## src/rtl/rtcs_pkg.sv

```systemverilog
package rtcs_pkg;
    localparam int BYTE_W = 8;
    localparam int ADDR_W = 7;
    localparam int BIT_CNT_W = $clog2(BYTE_W);
    localparam int ALARM_N = 8;

    typedef logic [ADDR_W-1:0] raddr_t;
    typedef logic [BYTE_W-1:0] byte_t;

    localparam raddr_t A_SEC  = 7'h00;
    localparam raddr_t A_MIN  = 7'h01;
    localparam raddr_t A_HOUR = 7'h02;
    localparam raddr_t A_DOW  = 7'h03;
    localparam raddr_t A_DATE = 7'h04;
    localparam raddr_t A_MON  = 7'h05;
    localparam raddr_t A_YEAR = 7'h06;
    localparam raddr_t A_ALM0 = 7'h07;
    localparam raddr_t A_CTRL = 7'h0F;
    localparam raddr_t A_CHRG = 7'h11;

    localparam byte_t CTRL_LOCK = 8'h40;
    localparam byte_t CTRL_MASK = 8'h47;

    typedef enum logic [1:0] {
        XS_IDLE,
        XS_CMD,
        XS_WR,
        XS_RD
    } xs_t;

    function automatic byte_t bcd_inc(input byte_t v);
        return (v[3:0] >= 4'd9) ? {v[7:4] + 4'd1, 4'd0} : v + 8'd1;
    endfunction

    function automatic logic leap_year(input byte_t y);
        // two-digit BCD year divisible by four
        logic [6:0] bin;
        bin = {3'b000, y[7:4]} * 7'd10 + {3'b000, y[3:0]};
        return bin[1:0] == 2'b00;
    endfunction

    function automatic byte_t month_len(input byte_t mon, input byte_t yr);
        byte_t r;
        case (mon)
            8'h02:   r = leap_year(yr) ? 8'h29 : 8'h28;
            8'h04, 8'h06, 8'h09, 8'h11: r = 8'h30;
            default: r = 8'h31;
        endcase
        return r;
    endfunction
endpackage

```

## src/rtl/rtcs_spi_phy.sv

```systemverilog
module rtcs_spi_phy
    import rtcs_pkg::*;
(
    input  logic  clk,
    input  logic  rst_n,
    input  logic  cs,
    input  logic  sck,
    input  logic  mosi,
    input  byte_t tx_byte,
    output logic  miso,
    output logic  sel,
    output logic  start,
    output logic  byte_vld,
    output byte_t rx_byte
);
    localparam logic [BIT_CNT_W-1:0] LAST_BIT = BIT_CNT_W'(BYTE_W - 1);

    logic                 cs_q;
    logic                 sck_q;
    logic [BIT_CNT_W-1:0] bitcnt;
    logic [BYTE_W-2:0]    rx_sh;
    byte_t                tx_sh;
    logic                 active;
    logic                 sck_rise;
    logic                 sck_fall;

    assign active   = cs & cs_q;
    assign sck_rise = active & sck & ~sck_q;
    assign sck_fall = active & ~sck & sck_q;
    assign sel      = cs_q;
    assign miso     = active ? tx_sh[BYTE_W-1] : 1'b0;

    always_ff @(posedge clk or negedge rst_n) begin
        if (!rst_n) begin
            cs_q     <= 1'b0;
            sck_q    <= 1'b1;
            start    <= 1'b0;
            byte_vld <= 1'b0;
            bitcnt   <= '0;
            rx_sh    <= '0;
            rx_byte  <= '0;
            tx_sh    <= '0;
        end else begin
            cs_q     <= cs;
            sck_q    <= sck;
            start    <= cs & ~cs_q;
            byte_vld <= 1'b0;
            if (cs & ~cs_q) begin
                bitcnt <= '0;
                tx_sh  <= '0;
            end else begin
                if (sck_rise) begin
                    rx_sh  <= {rx_sh[BYTE_W-3:0], mosi};
                    bitcnt <= bitcnt + 1'b1;
                    if (bitcnt == LAST_BIT) begin
                        byte_vld <= 1'b1;
                        rx_byte  <= {rx_sh, mosi};
                    end
                end
                if (sck_fall) begin
                    tx_sh <= (bitcnt == '0) ? tx_byte : {tx_sh[BYTE_W-2:0], 1'b0};
                end
            end
        end
    end

    AST_BYTE_IN_WINDOW: assert property (@(posedge clk) disable iff (!rst_n)
        byte_vld |-> $past(cs));
endmodule

```

## src/rtl/rtcs_xact_ctl.sv

```systemverilog
module rtcs_xact_ctl
    import rtcs_pkg::*;
(
    input  logic   clk,
    input  logic   rst_n,
    input  logic   sel,
    input  logic   start,
    input  logic   byte_vld,
    input  byte_t  rx_byte,
    output raddr_t ptr,
    output logic   wr_stb,
    output logic   wr_active
);
    xs_t state;
    xs_t nxt;

    always_ff @(posedge clk or negedge rst_n) begin
        if (!rst_n) state <= XS_IDLE;
        else        state <= nxt;
    end

    always_comb begin
        nxt = state;
        if (!sel) begin
            nxt = XS_IDLE;
        end else begin
            unique case (state)
                XS_IDLE: if (start) nxt = XS_CMD;
                XS_CMD:  if (byte_vld) nxt = rx_byte[BYTE_W-1] ? XS_WR : XS_RD;
                XS_WR:   nxt = XS_WR;
                XS_RD:   nxt = XS_RD;
            endcase
        end
    end

    always_comb begin
        wr_active = (state == XS_WR);
        wr_stb    = (state == XS_WR) && byte_vld;
    end

    always_ff @(posedge clk or negedge rst_n) begin
        if (!rst_n) begin
            ptr <= '0;
        end else if (byte_vld) begin
            if (state == XS_CMD)
                ptr <= rx_byte[ADDR_W-1:0];
            else if (state == XS_WR || state == XS_RD)
                ptr <= ptr + 1'b1;
        end
    end

    AST_IDLE_WHEN_DESELECTED: assert property (@(posedge clk) disable iff (!rst_n)
        !sel |=> state == XS_IDLE);
    AST_WRITE_IN_WINDOW: assert property (@(posedge clk) disable iff (!rst_n)
        wr_stb |-> sel);
    AST_PTR_STEP: assert property (@(posedge clk) disable iff (!rst_n)
        (byte_vld && (state == XS_WR || state == XS_RD)) |=> ptr == $past(ptr) + 1'b1);
endmodule

```

## src/rtl/rtcs_regbank.sv

```systemverilog
module rtcs_regbank
    import rtcs_pkg::*;
#(
    parameter int RAM_BASE  = 32,
    parameter int RAM_DEPTH = 32
) (
    input  logic   clk,
    input  logic   rst_n,
    input  logic   xact_start,
    input  logic   wr_stb,
    input  logic   wr_active,
    input  raddr_t wr_addr,
    input  byte_t  wr_data,
    input  logic   tick,
    input  raddr_t rd_addr,
    output byte_t  rd_data
);
    localparam int RAM_AW = $clog2(RAM_DEPTH);
    localparam int RAM_END = RAM_BASE + RAM_DEPTH;

    byte_t sec_r, min_r, hr_r, dow_r, date_r, mon_r, yr_r;
    byte_t ctrl_r, chrg_r;
    byte_t alarm_r [ALARM_N];
    byte_t ram_r   [RAM_DEPTH];
    logic  wp_snap;
    logic  wr_ok;

    byte_t sec_n, min_n, hr_n, dow_n, date_n, mon_n, yr_n;
    logic  c_sec, c_min, c_hr, c_date, c_mon;
    byte_t last_day;

    assign wr_ok = wr_stb && !wp_snap;

    // one-second advance of the calendar
    always_comb begin
        last_day = month_len(mon_r, yr_r);
        c_sec = (sec_r == 8'h59);
        sec_n = c_sec ? 8'h00 : bcd_inc(sec_r);
        c_min = c_sec && (min_r == 8'h59);
        min_n = !c_sec ? min_r : ((min_r == 8'h59) ? 8'h00 : bcd_inc(min_r));
        hr_n  = hr_r;
        c_hr  = 1'b0;
        if (c_min) begin
            if (hr_r[6]) begin
                if (hr_r[4:0] == 5'h11) begin
                    hr_n = {2'b01, ~hr_r[5], 5'h12};
                    c_hr = hr_r[5];
                end else if (hr_r[4:0] == 5'h12) begin
                    hr_n = {2'b01, hr_r[5], 5'h01};
                end else begin
                    hr_n = {2'b01, hr_r[5], 5'b0} | (bcd_inc({3'b000, hr_r[4:0]}) & 8'h1F);
                end
            end else if (hr_r[5:0] == 6'h23) begin
                hr_n = 8'h00;
                c_hr = 1'b1;
            end else begin
                hr_n = bcd_inc({2'b00, hr_r[5:0]});
            end
        end
        dow_n  = !c_hr ? dow_r : ((dow_r >= 8'd7) ? 8'd1 : dow_r + 8'd1);
        c_date = c_hr && (date_r == last_day);
        date_n = !c_hr ? date_r : (c_date ? 8'h01 : bcd_inc(date_r));
        c_mon  = c_date && (mon_r == 8'h12);
        mon_n  = !c_date ? mon_r : (c_mon ? 8'h01 : bcd_inc(mon_r));
        yr_n   = !c_mon ? yr_r : ((yr_r == 8'h99) ? 8'h00 : bcd_inc(yr_r));
    end

    always_ff @(posedge clk or negedge rst_n) begin
        if (!rst_n) begin
            sec_r   <= 8'h00;
            min_r   <= 8'h00;
            hr_r    <= 8'h00;
            dow_r   <= 8'h01;
            date_r  <= 8'h01;
            mon_r   <= 8'h01;
            yr_r    <= 8'h00;
            ctrl_r  <= CTRL_LOCK;
            chrg_r  <= 8'h00;
            wp_snap <= 1'b1;
        end else begin
            if (xact_start) wp_snap <= ctrl_r[6];
            if (wr_stb && wr_addr == A_CTRL) begin
                ctrl_r <= wp_snap ? ((ctrl_r & ~CTRL_LOCK) | (wr_data & CTRL_LOCK))
                                  : (wr_data & CTRL_MASK);
            end
            if (wr_ok) begin
                case (wr_addr)
                    A_SEC:   sec_r  <= wr_data;
                    A_MIN:   min_r  <= wr_data;
                    A_HOUR:  hr_r   <= wr_data;
                    A_DOW:   dow_r  <= wr_data;
                    A_DATE:  date_r <= wr_data;
                    A_MON:   mon_r  <= wr_data;
                    A_YEAR:  yr_r   <= wr_data;
                    A_CHRG:  chrg_r <= wr_data;
                    default: ;
                endcase
            end else if (tick && !wr_active) begin
                sec_r  <= sec_n;
                min_r  <= min_n;
                hr_r   <= hr_n;
                dow_r  <= dow_n;
                date_r <= date_n;
                mon_r  <= mon_n;
                yr_r   <= yr_n;
            end
        end
    end

    for (genvar g = 0; g < ALARM_N; g++) begin : g_alarm
        always_ff @(posedge clk or negedge rst_n) begin
            if (!rst_n)
                alarm_r[g] <= '0;
            else if (wr_ok && wr_addr == raddr_t'(int'(A_ALM0) + g))
                alarm_r[g] <= wr_data;
        end
    end

    for (genvar g = 0; g < RAM_DEPTH; g++) begin : g_ram
        always_ff @(posedge clk or negedge rst_n) begin
            if (!rst_n)
                ram_r[g] <= '0;
            else if (wr_ok && wr_addr == raddr_t'(RAM_BASE + g))
                ram_r[g] <= wr_data;
        end
    end

    always_comb begin
        rd_data = '0;
        case (rd_addr)
            A_SEC:   rd_data = sec_r;
            A_MIN:   rd_data = min_r;
            A_HOUR:  rd_data = hr_r;
            A_DOW:   rd_data = dow_r;
            A_DATE:  rd_data = date_r;
            A_MON:   rd_data = mon_r;
            A_YEAR:  rd_data = yr_r;
            A_CTRL:  rd_data = ctrl_r;
            A_CHRG:  rd_data = chrg_r;
            default: begin
                if (int'(rd_addr) >= int'(A_ALM0) && int'(rd_addr) < int'(A_ALM0) + ALARM_N)
                    rd_data = alarm_r[3'(rd_addr - A_ALM0)];
                else if (int'(rd_addr) >= RAM_BASE && int'(rd_addr) < RAM_END)
                    rd_data = ram_r[RAM_AW'(rd_addr - raddr_t'(RAM_BASE))];
            end
        endcase
    end

    AST_LOCK_HOLDS_SECONDS: assert property (@(posedge clk) disable iff (!rst_n)
        (wp_snap && wr_stb && wr_addr == A_SEC) |=> $stable(sec_r));
    AST_LOCK_HOLDS_CTRL_LOW: assert property (@(posedge clk) disable iff (!rst_n)
        (wp_snap && wr_stb) |=> ctrl_r[2:0] == $past(ctrl_r[2:0]));
    AST_SEC_WRAP: assert property (@(posedge clk) disable iff (!rst_n)
        (tick && !wr_active && !wr_stb && sec_r == 8'h59) |=> sec_r == 8'h00);
    AST_DOW_WRAP: assert property (@(posedge clk) disable iff (!rst_n)
        (tick && !wr_active && !wr_stb && c_hr && dow_r == 8'd7) |=> dow_r == 8'd1);
    AST_TICK_MASKED: assert property (@(posedge clk) disable iff (!rst_n)
        (wr_active && !wr_stb) |=> $stable(sec_r));
endmodule

```

## src/rtl/rtc_spi_regfile.sv

```systemverilog
module rtc_spi_regfile
    import rtcs_pkg::*;
#(
    parameter int RAM_BASE  = 32,
    parameter int RAM_DEPTH = 32
) (
    input  logic clk,
    input  logic rst_n,
    input  logic cs,
    input  logic sck,
    input  logic mosi,
    input  logic tick,
    output logic miso
);
    byte_t  tx_byte;
    byte_t  rx_byte;
    logic   sel;
    logic   start;
    logic   byte_vld;
    raddr_t ptr;
    logic   wr_stb;
    logic   wr_active;

    rtcs_spi_phy u_phy (
        .clk      (clk),
        .rst_n    (rst_n),
        .cs       (cs),
        .sck      (sck),
        .mosi     (mosi),
        .tx_byte  (tx_byte),
        .miso     (miso),
        .sel      (sel),
        .start    (start),
        .byte_vld (byte_vld),
        .rx_byte  (rx_byte)
    );

    rtcs_xact_ctl u_ctl (
        .clk       (clk),
        .rst_n     (rst_n),
        .sel       (sel),
        .start     (start),
        .byte_vld  (byte_vld),
        .rx_byte   (rx_byte),
        .ptr       (ptr),
        .wr_stb    (wr_stb),
        .wr_active (wr_active)
    );

    rtcs_regbank #(
        .RAM_BASE  (RAM_BASE),
        .RAM_DEPTH (RAM_DEPTH)
    ) u_regs (
        .clk        (clk),
        .rst_n      (rst_n),
        .xact_start (start),
        .wr_stb     (wr_stb),
        .wr_active  (wr_active),
        .wr_addr    (ptr),
        .wr_data    (rx_byte),
        .tick       (tick),
        .rd_addr    (ptr),
        .rd_data    (tx_byte)
    );
endmodule

```

## config.mk

```make
export PLATFORM = sky130hd
export DESIGN_NAME = rtc_spi_regfile
export DESIGN_NICKNAME = d
export VERILOG_FILES = /design/src/rtl/rtcs_pkg.sv /design/src/rtl/rtcs_spi_phy.sv /design/src/rtl/rtcs_xact_ctl.sv /design/src/rtl/rtcs_regbank.sv /design/src/rtl/rtc_spi_regfile.sv
export SDC_FILE = /design/constraint.sdc
export NUM_CORES = 1
export LEC_CHECK = 0
export ABC_CLOCK_PERIOD_IN_PS = 6900
export CELL_PAD_IN_SITES_DETAIL_PLACEMENT = 1
export CELL_PAD_IN_SITES_GLOBAL_PLACEMENT = 2
export CORE_UTILIZATION = 49
export DETAILED_ROUTE_END_ITERATION = 10
export PLACE_DENSITY_LB_ADDON = 0.1
export REMOVE_ABC_BUFFERS = 1
export SYNTH_ARGS = -nofsm -noshare
export SYNTH_HDL_FRONTEND = slang
export SYNTH_SLANG_ARGS = --single-unit
```

## constraint.sdc

```tcl
create_clock -name clk -period 6.9 [get_ports clk]
set_input_delay 1.035 -clock clk [delete_from_list [all_inputs] [get_ports clk]]
set_output_delay 1.035 -clock clk [all_outputs]
set_load 0.1 [all_outputs]
```

### After elaboration in Yosys (flattened, before gate mapping)

Cells that the tools add are included.

| cells by class | value |
|---|---|
| add/subtract/negate cells | 20 |
| multipliers | 1 |
| order comparisons | 13 |
| equality and inequality tests | 75 |
| multiplexer cells | 76 |
| bitwise gates (word level) | 15 |
| reductions and logical operators | 79 |

Operator list:

| operator | count |
|---|---|
| 8-bit two-way mux | 53 |
| 7-bit by 6-bit equality test with 1-bit output, second input constant | 32 |
| 8-bit case mux with 9 select lines | 1 |
| 7-bit by 4-bit equality test with 1-bit output, second input constant | 8 |
| 1-bit logical AND | 49 |
| 8-bit by 1-bit adder with 8-bit output, second input constant | 6 |
| 8-bit binary-select mux with 5-bit select | 1 |
| 7-bit by 3-bit equality test with 1-bit output, second input constant | 4 |
| 4-bit >= comparator, second input constant | 7 |
| 8-bit binary-select mux with 3-bit select | 1 |
| 3-bit AND reduction | 7 |
| 4-bit by 1-bit adder with 4-bit output, second input constant | 5 |
| 2-bit nonzero test | 9 |
| 8-bit by 3-bit equality test with 1-bit output, second input constant | 2 |
| 8-bit by 5-bit equality test with 1-bit output, second input constant | 2 |
| 8-bit by 7-bit equality test with 1-bit output, second input constant | 2 |
| 8-bit case mux with 2 select lines | 1 |
| 7-bit by 2-bit equality test with 1-bit output, second input constant | 2 |
| 7-bit two-way mux | 2 |
| 2-bit != test, second input constant | 7 |
| 5-bit equality test, second input constant | 2 |
| 1-bit two-way mux | 10 |
| 2-bit AND reduction | 5 |
| 8-bit by 2-bit equality test with 1-bit output, second input constant | 1 |
| other kinds (44) | 60 |

| word-level totals | value |
|---|---|
| register bits after elaboration | 432 |
| input port bits | 6 |
| output and inout port bits | 1 |

### Logic depth before layout (Yosys ltp)

Gate-level depths: netlist of run 1.

| depth | value |
|---|---|
| word-level depth | 12 |
| depth in mapped cells | 15 |
| depth with buffers taken out | 9 |

### By module

Synthesis of run 1 repeated with hierarchy kept, for this count alone.

| second synthesis, totals | value |
|---|---|
| cell total of the unflattened synthesis | 1649 |
| area, all modules | 21604.5 sq um |

By module, submodules not included:

| module | times used | cells an instance | area each (sq um) |
|---|---|---|---|
| rtcs_regbank | 1 | 1495 | 19762.7 |
| rtcs_spi_phy | 1 | 89 | 1270.0 |
| rtcs_xact_ctl | 1 | 65 | 571.8 |

### Worst setup path before layout of run 1

No wires, ideal clock.

| timing | value |
|---|---|
| path type | flip-flop to flip-flop |
| start point | reg u_ctl.ptr[0] |
| end point | reg u_phy.tx_sh[1] |
| library setup time | 0.123 ns |
| arrival | 3.046 ns |
| required time | 6.777 ns |
| path slack | 3.731 ns |
| cell stages (with the launch flop) | 14 |
| cell sequence | dfrtp_1 -> buf_4 -> buf_4 -> buf_4 -> buf_2 -> inv_1 -> ha_1 -> clkbuf_1 -> buf_1 -> mux4_2 -> mux2i_1 -> o21ai_0 -> a21oi_1 -> o21ai_1 |

| between the ends | value |
|---|---|
| cells in the longest elaborated chain, start to end | 11 |

Ends and longest elaborated chain:

| what | line | RTL |
|---|---|---|
| start: declaration | rtcs_xact_ctl.sv:10 | `output raddr_t ptr,` |
| start signal: assignment | rtcs_xact_ctl.sv:46 | `ptr <= rx_byte[ADDR_W-1:0];` |
| start signal: assignment | rtcs_xact_ctl.sv:48 | `ptr <= ptr + 1'b1;` |
| 5-bit by 1-bit subtractor with 5-bit output | rtcs_regbank.sv:144 | `rd_data = ram_r[RAM_AW'(rd_addr - raddr_t'(RAM_BASE))];` |
| 5-bit NOT with 6-bit output (implied by the code) | rtcs_regbank.sv:144 |  |
| 8-bit binary-select mux with 5-bit select | rtcs_regbank.sv:144 |  |
| 8-bit two-way mux (implied by the code) (2 in a row) | rtcs_regbank.sv:144 |  |
| 8-bit two-way mux | rtcs_regbank.sv:143 | `else if (int'(rd_addr) >= RAM_BASE && int'(rd_addr) < RAM_END)` |
| 8-bit two-way mux | rtcs_regbank.sv:141 | `if (int'(rd_addr) >= int'(A_ALM0) && int'(rd_addr) < int'(A_ALM0) + ALARM_N)` |
| 8-bit case mux with 9 select lines (*) | rtcs_regbank.sv:130 | `case (rd_addr)` |
| 8-bit two-way mux (*) | rtcs_spi_phy.sv:61 | `tx_sh <= (bitcnt == '0) ? tx_byte : {tx_sh[BYTE_W-2:0], 1'b0};` |
| 8-bit two-way mux (*) | rtcs_spi_phy.sv:60 | `if (sck_fall) begin` |
| 8-bit two-way mux (*) | rtcs_spi_phy.sv:48 | `if (cs & ~cs_q) begin` |
| end signal: assignment | rtcs_spi_phy.sv:61 |  |
| end: declaration | rtcs_spi_phy.sv:22 | `byte_t tx_sh;` |

Every way passes the cells marked *; elsewhere a longest branch is shown, timed or not. The select of a mux whose other input is x is not followed.
A chain may end at the register's enable or synchronous reset.

### Worst setup path after layout of run 1

| timing | value |
|---|---|
| start point | reg u_ctl.ptr[0] |
| end point | reg u_phy.tx_sh[7] |

The elaborated chain is that of the path after synthesis.

==> impl_metrics.tcl, run 1 <==
set metrics [dict create \
    outcome "finished clean" \
    die_w_um 210.7 \
    worstSkewPairLatency_ns 0.59 \
    slew_viol_final 0 \
    dr.pass1.iters 5 \
    cts_buffer_depth 3 \
    power_leakage_nw 10.88 \
    pwr_density_cell_nw_per_um2 236.2 \
    antenna_cells 0 \
    place_congestion 0.8958 \
    async_flop_share_pct 100.0 \
    worstPathRequired_ns 7.36 \
    vdd_drop_max_uv 184.0 \
    synth-seq-cells 428 \
    post_cts_buffers 0 \
    area_growth_pct 10.49 \
    ys_seq_area_share_pct 50.22 \
    grt_usage_pct 28.25 \
    tns_ns 0 \
    clk_pin_slew_ns 0.06 \
    slew_headroom_pct 7.499 \
    postLayoutCoreUtil_pct 54.86 \
    cts_max_level 2 \
    grt_pass1_vias 15220 \
    max_freq_ghz 0.2469 \
    final_nets 1683 \
    rsz0062_at_grt "false" \
    path_buf_inv 1 \
    path_max_fanout 41 \
    synth_edf_count 0 \
    clock-sinks 428 \
    worst_setup_path_start_kind "register" \
    io_pins 7 \
    cp_data_arrival_time_ns 4.51 \
    grt_max_degree 130 \
    min_period_ns 4.050 \
    cp-end-kind "register" \
    fin_crit_sh_pct 58.70 \
    cts_made_buffers 48 \
    synth_most_common_cell "dfrtp_1" \
    synth_flop_cell "dfrtp_1" \
    synth-warning-count 0 \
    cp_top_family "simple AND/OR/NAND/NOR gates" \
    row_count 76 \
    critPathSlowestCell "dfrtp_4" \
    grt_pass1_wl_mm 94.60 \
    antenna_found_initial 1 \
    syn_avg_cell_area_um2 12.76 \
    synth_area_um2 21340 \
    drt-vias-per-instance 6.290 \
    dieArea_um2 44390 \
    drtIter0Drc 1114 \
    setup_viol 0 \
    drcViolationCount 0 \
    syn_inst 1672 \
    grt_overflow 0 \
    holdBufCountCts 0 \
    layout-drive-gt1-share_pct 34.01 \
    synth_top_area_cell "dfrtp_1" \
    die_h_um 210.7 \
    io_buffers 6 \
    wl_per_cell_um 26.65 \
    path_class "reg2reg" \
    post_cts_resized 0 \
    synthTopCellsByArea "dfrtp_1 (49%), mux2_2 (19%), mux4_2 (9.3%), ha_1 (2.3%), nand2_1 (1.6%)" \
    cts_root_buf "clkbuf_16" \
    max_cap_viol_count 0 \
    ant_nets 0 \
    start_util_pct 49.65 \
    yosys.area.top_type_share_pct 49.48 \
    wirelength_mm 60.17 \
    cts_tree "yes" \
    hpwl_mm 38.10 \
    worstMarginPinSlew_ns 1.375 \
    synthTopCellsByCount "dfrtp_1 (422), mux2_2 (351), nand2_1 (89)" \
    path_cells "buf_4 > ha_1 > nor3b_1 > nor4_1 > a21oi_1 > o21ai_0" \
    skew_ns 0.01405 \
    vias 14200 \
    hold_violations 0 \
    cpPeakStageDelay_ns 1.04 \
    synth_cell_types 74 \
    holdCritPathClass "in2async" \
    core-area_um2 42980 \
]
==> layout by cell type, fill, tap and decap left out, types with 11 or more instances in the layout <==
cell type / count
a21oi_1: 59
a221oi_1: 12
a22o_1: 13
a22oi_1: 29
a31oi_1: 17
and2_1: 12
buf_4: 22
clkbuf_1: 11
clkbuf_16: 49
clkbuf_8: 11
dfrtp_1: 415
ha_1: 40
inv_1: 45
mux2_2: 351
mux2i_1: 11
mux4_2: 88
nand2_1: 89
nand3_1: 52
nor2_1: 62
nor2b_1: 11
nor3_1: 12
o21ai_0: 61
o22ai_1: 16
==> path summary, 6_finish.rpt <==
| check | cells after the start | end | from | slack (ns) |
|---|---|---|---|---|
| worst max-delay path | 6 | u_phy.tx_sh[7]$_DFFE_PN0P_ | u_ctl.ptr[0]$_DFFE_PN0P_ | 2.85 |
| worst min-delay path | 1 | u_regs.yr_r[7]$_DFFE_PN0P_ | rst_n | 0.47 |
| worst max register to register | 6 | u_phy.tx_sh[7]$_DFFE_PN0P_ | u_ctl.ptr[0]$_DFFE_PN0P_ | 2.85 |
| worst min register to register | 2 | u_phy.tx_sh[2]$_DFFE_PN0P_ | u_phy.tx_sh[2]$_DFFE_PN0P_ | 0.48 |
| max in group asynchronous | 2 | u_ctl.ptr[0]$_DFFE_PN0P_ | rst_n | 4.69 |
| min in group clk | 2 | u_phy.tx_sh[2]$_DFFE_PN0P_ | u_phy.tx_sh[2]$_DFFE_PN0P_ | 0.48 |
==> power breakdown <==
| part | leakage, nW | total, mW | switching, mW | internal [mW] |
|---|---|---|---|---|
| Combinational | 4.28 | 0.257 | 0.166 | 0.0911 |
| Clock | 0.822 | 2.70 | 1.06 | 1.65 |
| Sequential | 5.78 | 2.61 | 0.0567 | 2.55 |
==> sequential cells by signal, indices dropped and copies added (netlist names) <==
| name | cells |
|---|---|
| u_regs.ram_r | 256 |
| u_regs.alarm_r | 64 |
| u_phy.rx_byte | 8 |
| u_phy.tx_sh | 8 |
| u_regs.chrg_r | 8 |
| u_regs.date_r | 8 |
| u_regs.dow_r | 8 |
| u_regs.hr_r | 8 |
| u_regs.min_r | 8 |
| u_regs.mon_r | 8 |
| u_regs.sec_r | 8 |
| u_regs.yr_r | 8 |
| u_ctl.ptr | 7 |
| u_phy.rx_sh | 7 |
| u_regs.ctrl_r | 4 |
| u_phy.bitcnt | 3 |
| u_ctl.state | 2 |
| u_phy.byte_vld | 1 |
| u_phy.sck_q | 1 |
| u_phy.sel | 1 |
| u_phy.start | 1 |
| u_regs.wp_snap | 1 |
==> through the flow <==
step	instance area, um^2	setup WS [ns]	power (mW)	cells	hold WS, ns
3_5_place_dp	21920	2.834	2.913	2172	0.4709
2_1_floorplan	20890	1.545	2.776	1557	0.4429
5_1_grt	23580	2.423	5.754	2258	0.5039
6_report	23580	2.850	5.570	2258	0.4669
3_3_place_gp	21920	2.904	2.903	2172	0.4635
4_1_cts	23580	2.799	5.633	2258	0.4836
==> worst register-to-register path: cells and delay by family, from the launching register on <==
family | cells | cell delay, ns
fa+ha+maj | 1 | 0.69
simple gates | 2 | 1.30
compound gates | 2 | 0.32
buf+inv | 1 | 0.57
flops | 1 | 1.04
==> layout make-up <==
cell class | instances | area (um^2)
clock inverter | 15 | 244.0
multi-input combinational | 1083 | 10010
timing repair buffer | 30 | 270.3
tap | 585 | 732.0
inverter | 46 | 172.7
fill | 4241 | 19400
sequential | 428 | 10730
clock buffer | 71 | 1419
==> per-layer routing <==
metal | up-vias | share of wire [%] | global-route usage, %
met1 | 7661 | 45 | 39.84
li1 | 6164 | - | -
met2 | 269 | 47 | 44.41
met3 | 109 | 4.4 | 5.010
met5 | - | 0 | 0
met4 | 0 | 3.0 | 9.345
==> cells by family (layout without fill, tap and decap cells) <==
| logic type | count (synthesis) | after routing | share of synthesized area, % |
|---|---|---|---|
| simple gates | 304 | 304 | 7.141 |
| flops | 428 | 428 | 50.22 |
| compound gates | 282 | 282 | 8.736 |
| xor+xnor | 7 | 7 | 0.2873 |
| buf+inv | 161 | 162 | 2.949 |
| fa+ha+maj | 40 | 40 | 2.345 |
| mux | 450 | 450 | 28.32 |
No activity file was read; power rests on OpenSTA's default activity.
==> run 2, diff against run 1 <==
Settings changed: ABC_CLOCK_PERIOD_IN_PS 6900 to 3300, CORE_UTILIZATION 49 to 41.
Clock period 6.9 ns to 3.3 ns, I/O delays scaled along.
==> impl_metrics.tcl, run 2 (same netlist as run 1, synthesis figures left out) <==
set metrics [dict create \
    layout-drive-gt1-share_pct 36.76 \
    largest-register "u_regs.ram_r" \
    path_cells "ha_1 > nor4bb_1 > mux2i_1 > buf_4 > nor4_1 > o2111ai_1 > a22oi_1 > o22ai_1" \
    rsz0062_at_grt "false" \
    antenna_found_initial 0 \
    max_cap_viol_count 0 \
    drtIter0Drc 994 \
    power_leakage_nw 11.23 \
    dieArea_um2 52970 \
    vias 14340 \
    grt_pass1_wl_mm 99.24 \
    critPathSlowestCell "nor4_1" \
    skew_ns 0.02471 \
    reg_top3 "u_regs.ram_r x256, u_regs.alarm_r x64" \
    io_buffers 6 \
    wirelength_mm 62.63 \
    finalNonFillerCells 2414 \
    core-area_um2 51410 \
    path_max_fanout 7 \
    hpwl_mm 41.67 \
    worstMarginPinSlew_ns 1.184 \
    row_count 83 \
    grt_overflow 0 \
    cts_tree "yes" \
    pwr_density_cell_nw_per_um2 488.9 \
    dpl-instance-area_um2 22520 \
    path_class "reg2reg" \
    slew_headroom_pct 21.05 \
    stdcell_area_um2 24270 \
    fin_crit_sh_pct 94.91 \
    final_nets 1742 \
    area_growth_pct 13.71 \
    clk_pin_slew_ns 0.06 \
    placed_cells 2323 \
    grt_usage_pct 24.62 \
    clock-sinks 428 \
    vdd_drop_max_uv 376.5 \
    largest_reg_flops 256 \
    start_util_pct 41.52 \
    cp_top_family "simple AND/OR/NAND/NOR gates" \
    place_congestion 0.8482 \
    path_buf_inv 1 \
    worst_setup_path_start_kind "register" \
    outcome "finished clean" \
    cp_data_arrival_time_ns 3.59 \
    drt-vias-per-instance 5.940 \
    slew_viol_final 0 \
    cts_made_buffers 49 \
    wl_per_cell_um 25.95 \
    grt_pass1_vias 15420 \
    holdCritPathClass "in2async" \
    ant_nets 0 \
    worstSkewPairLatency_ns 0.59 \
    min_period_ns 3.132 \
    setup_viol 0 \
    worstPathRequired_ns 3.75 \
    cts_max_level 2 \
    cpPeakStageDelay_ns 0.50 \
    die_h_um 230.2 \
    cts_root_buf "clkbuf_16" \
    cts_buffer_depth 3 \
    die_w_um 230.2 \
    grt_max_degree 136 \
    layout_common_cells "dfrtp_1 (412), mux2_2 (351), nand2_1 (89)" \
    io_pins 7 \
    cp-end-kind "register" \
    max_freq_ghz 0.3193 \
    dr.pass1.iters 5 \
    hold_violations 0 \
    mostFrequentLayoutCell "dfrtp_1" \
    drcViolationCount 0 \
]
run 2: changes by cell type in the layout (fill, tap and decap cells not counted), sizes merged:
cell / previous run / this run
clkinv: 9 / 12
clkdlybuf4s50: 5 / 4
dlygate4sd3: 0 / 1
bufinv: 6 / 8
diode: 0 / 1
inv: 46 / 48
clkbuf: 71 / 66
buf: 25 / 83
run 2: cell type report:
class | instances | area [um^2]
Clock inverter | 22 | 332.8
Antenna cell | 1 | 2.502
Inverter | 46 | 172.7
Multi-Input combinational cell | 1083 | 10020
Timing Repair Buffer | 88 | 768.2
Tap cell | 680 | 850.8
Clock buffer | 66 | 1390
Fill cell | 5223 | 27140
Sequential cell | 428 | 10730
run 2: routing by layer:
layer / vias up / global-route usage (%) / routed length (um)
met5: - / 0 / 0
met4: 0 / 6.560 / 1407
met2: 287 / 38.01 / 28630
met3: 88 / 4.142 / 2841
li1: 6291 / - / -
met1: 7673 / 35.81 / 29760
run 2: worst paths after layout:
| kind | startpoint | cells past startpoint | end | slack (ns) |
|---|---|---|---|---|
| hold reg to reg | u_phy.tx_sh[6]$_DFFE_PN0P_ | 2 | u_phy.tx_sh[6]$_DFFE_PN0P_ | 0.49 |
| min in group clk | sck | 1 | u_phy.sck_q$_DFF_PN1_ | 0.40 |
| setup / recovery | u_regs.hr_r[0]$_DFFE_PN0P_ | 8 | u_regs.mon_r[4]$_DFFE_PN0P_ | 0.17 |
| setup reg to reg | u_regs.hr_r[0]$_DFFE_PN0P_ | 8 | u_regs.mon_r[4]$_DFFE_PN0P_ | 0.17 |
| hold / removal | rst_n | 2 | u_regs.hr_r[2]$_DFFE_PN0P_ | 0.31 |
| max in group asynchronous | rst_n | 3 | u_regs.ram_r[72]$_DFFE_PN0P_ | 2.01 |
run 2: repair_timing:
action	4_1_cts	5_1_grt
hold buffers	1	0
setup endpoints to repair	0	6
buffers inserted	0	1
endpoints found under the hold margin	8	0
gates resized for setup	0	1
run 2: power by group:
group	internal [mW]	switching (mW)	leakage (nW)
logic	0.205	0.365	4.59
clock network	3.58	2.26	0.859
registers	5.34	0.115	5.78
run 2: metrics by stage:
stage	setup TNS, ns	setup slack (ns)	power, mW	hold WS, ns	utilization [%]
global route	0	0.02278	12.31	0.3023	47.20
finish	0	0.1679	11.86	0.3102	47.21
CTS	0	0.1271	12.03	0.2856	47.18
detailed placement	0	0.1520	6.122	0.3240	43.81
floorplan	-588.25	-2.055	5.803	0.1994	-
global placement	0	0.08656	6.110	0.3257	43.81
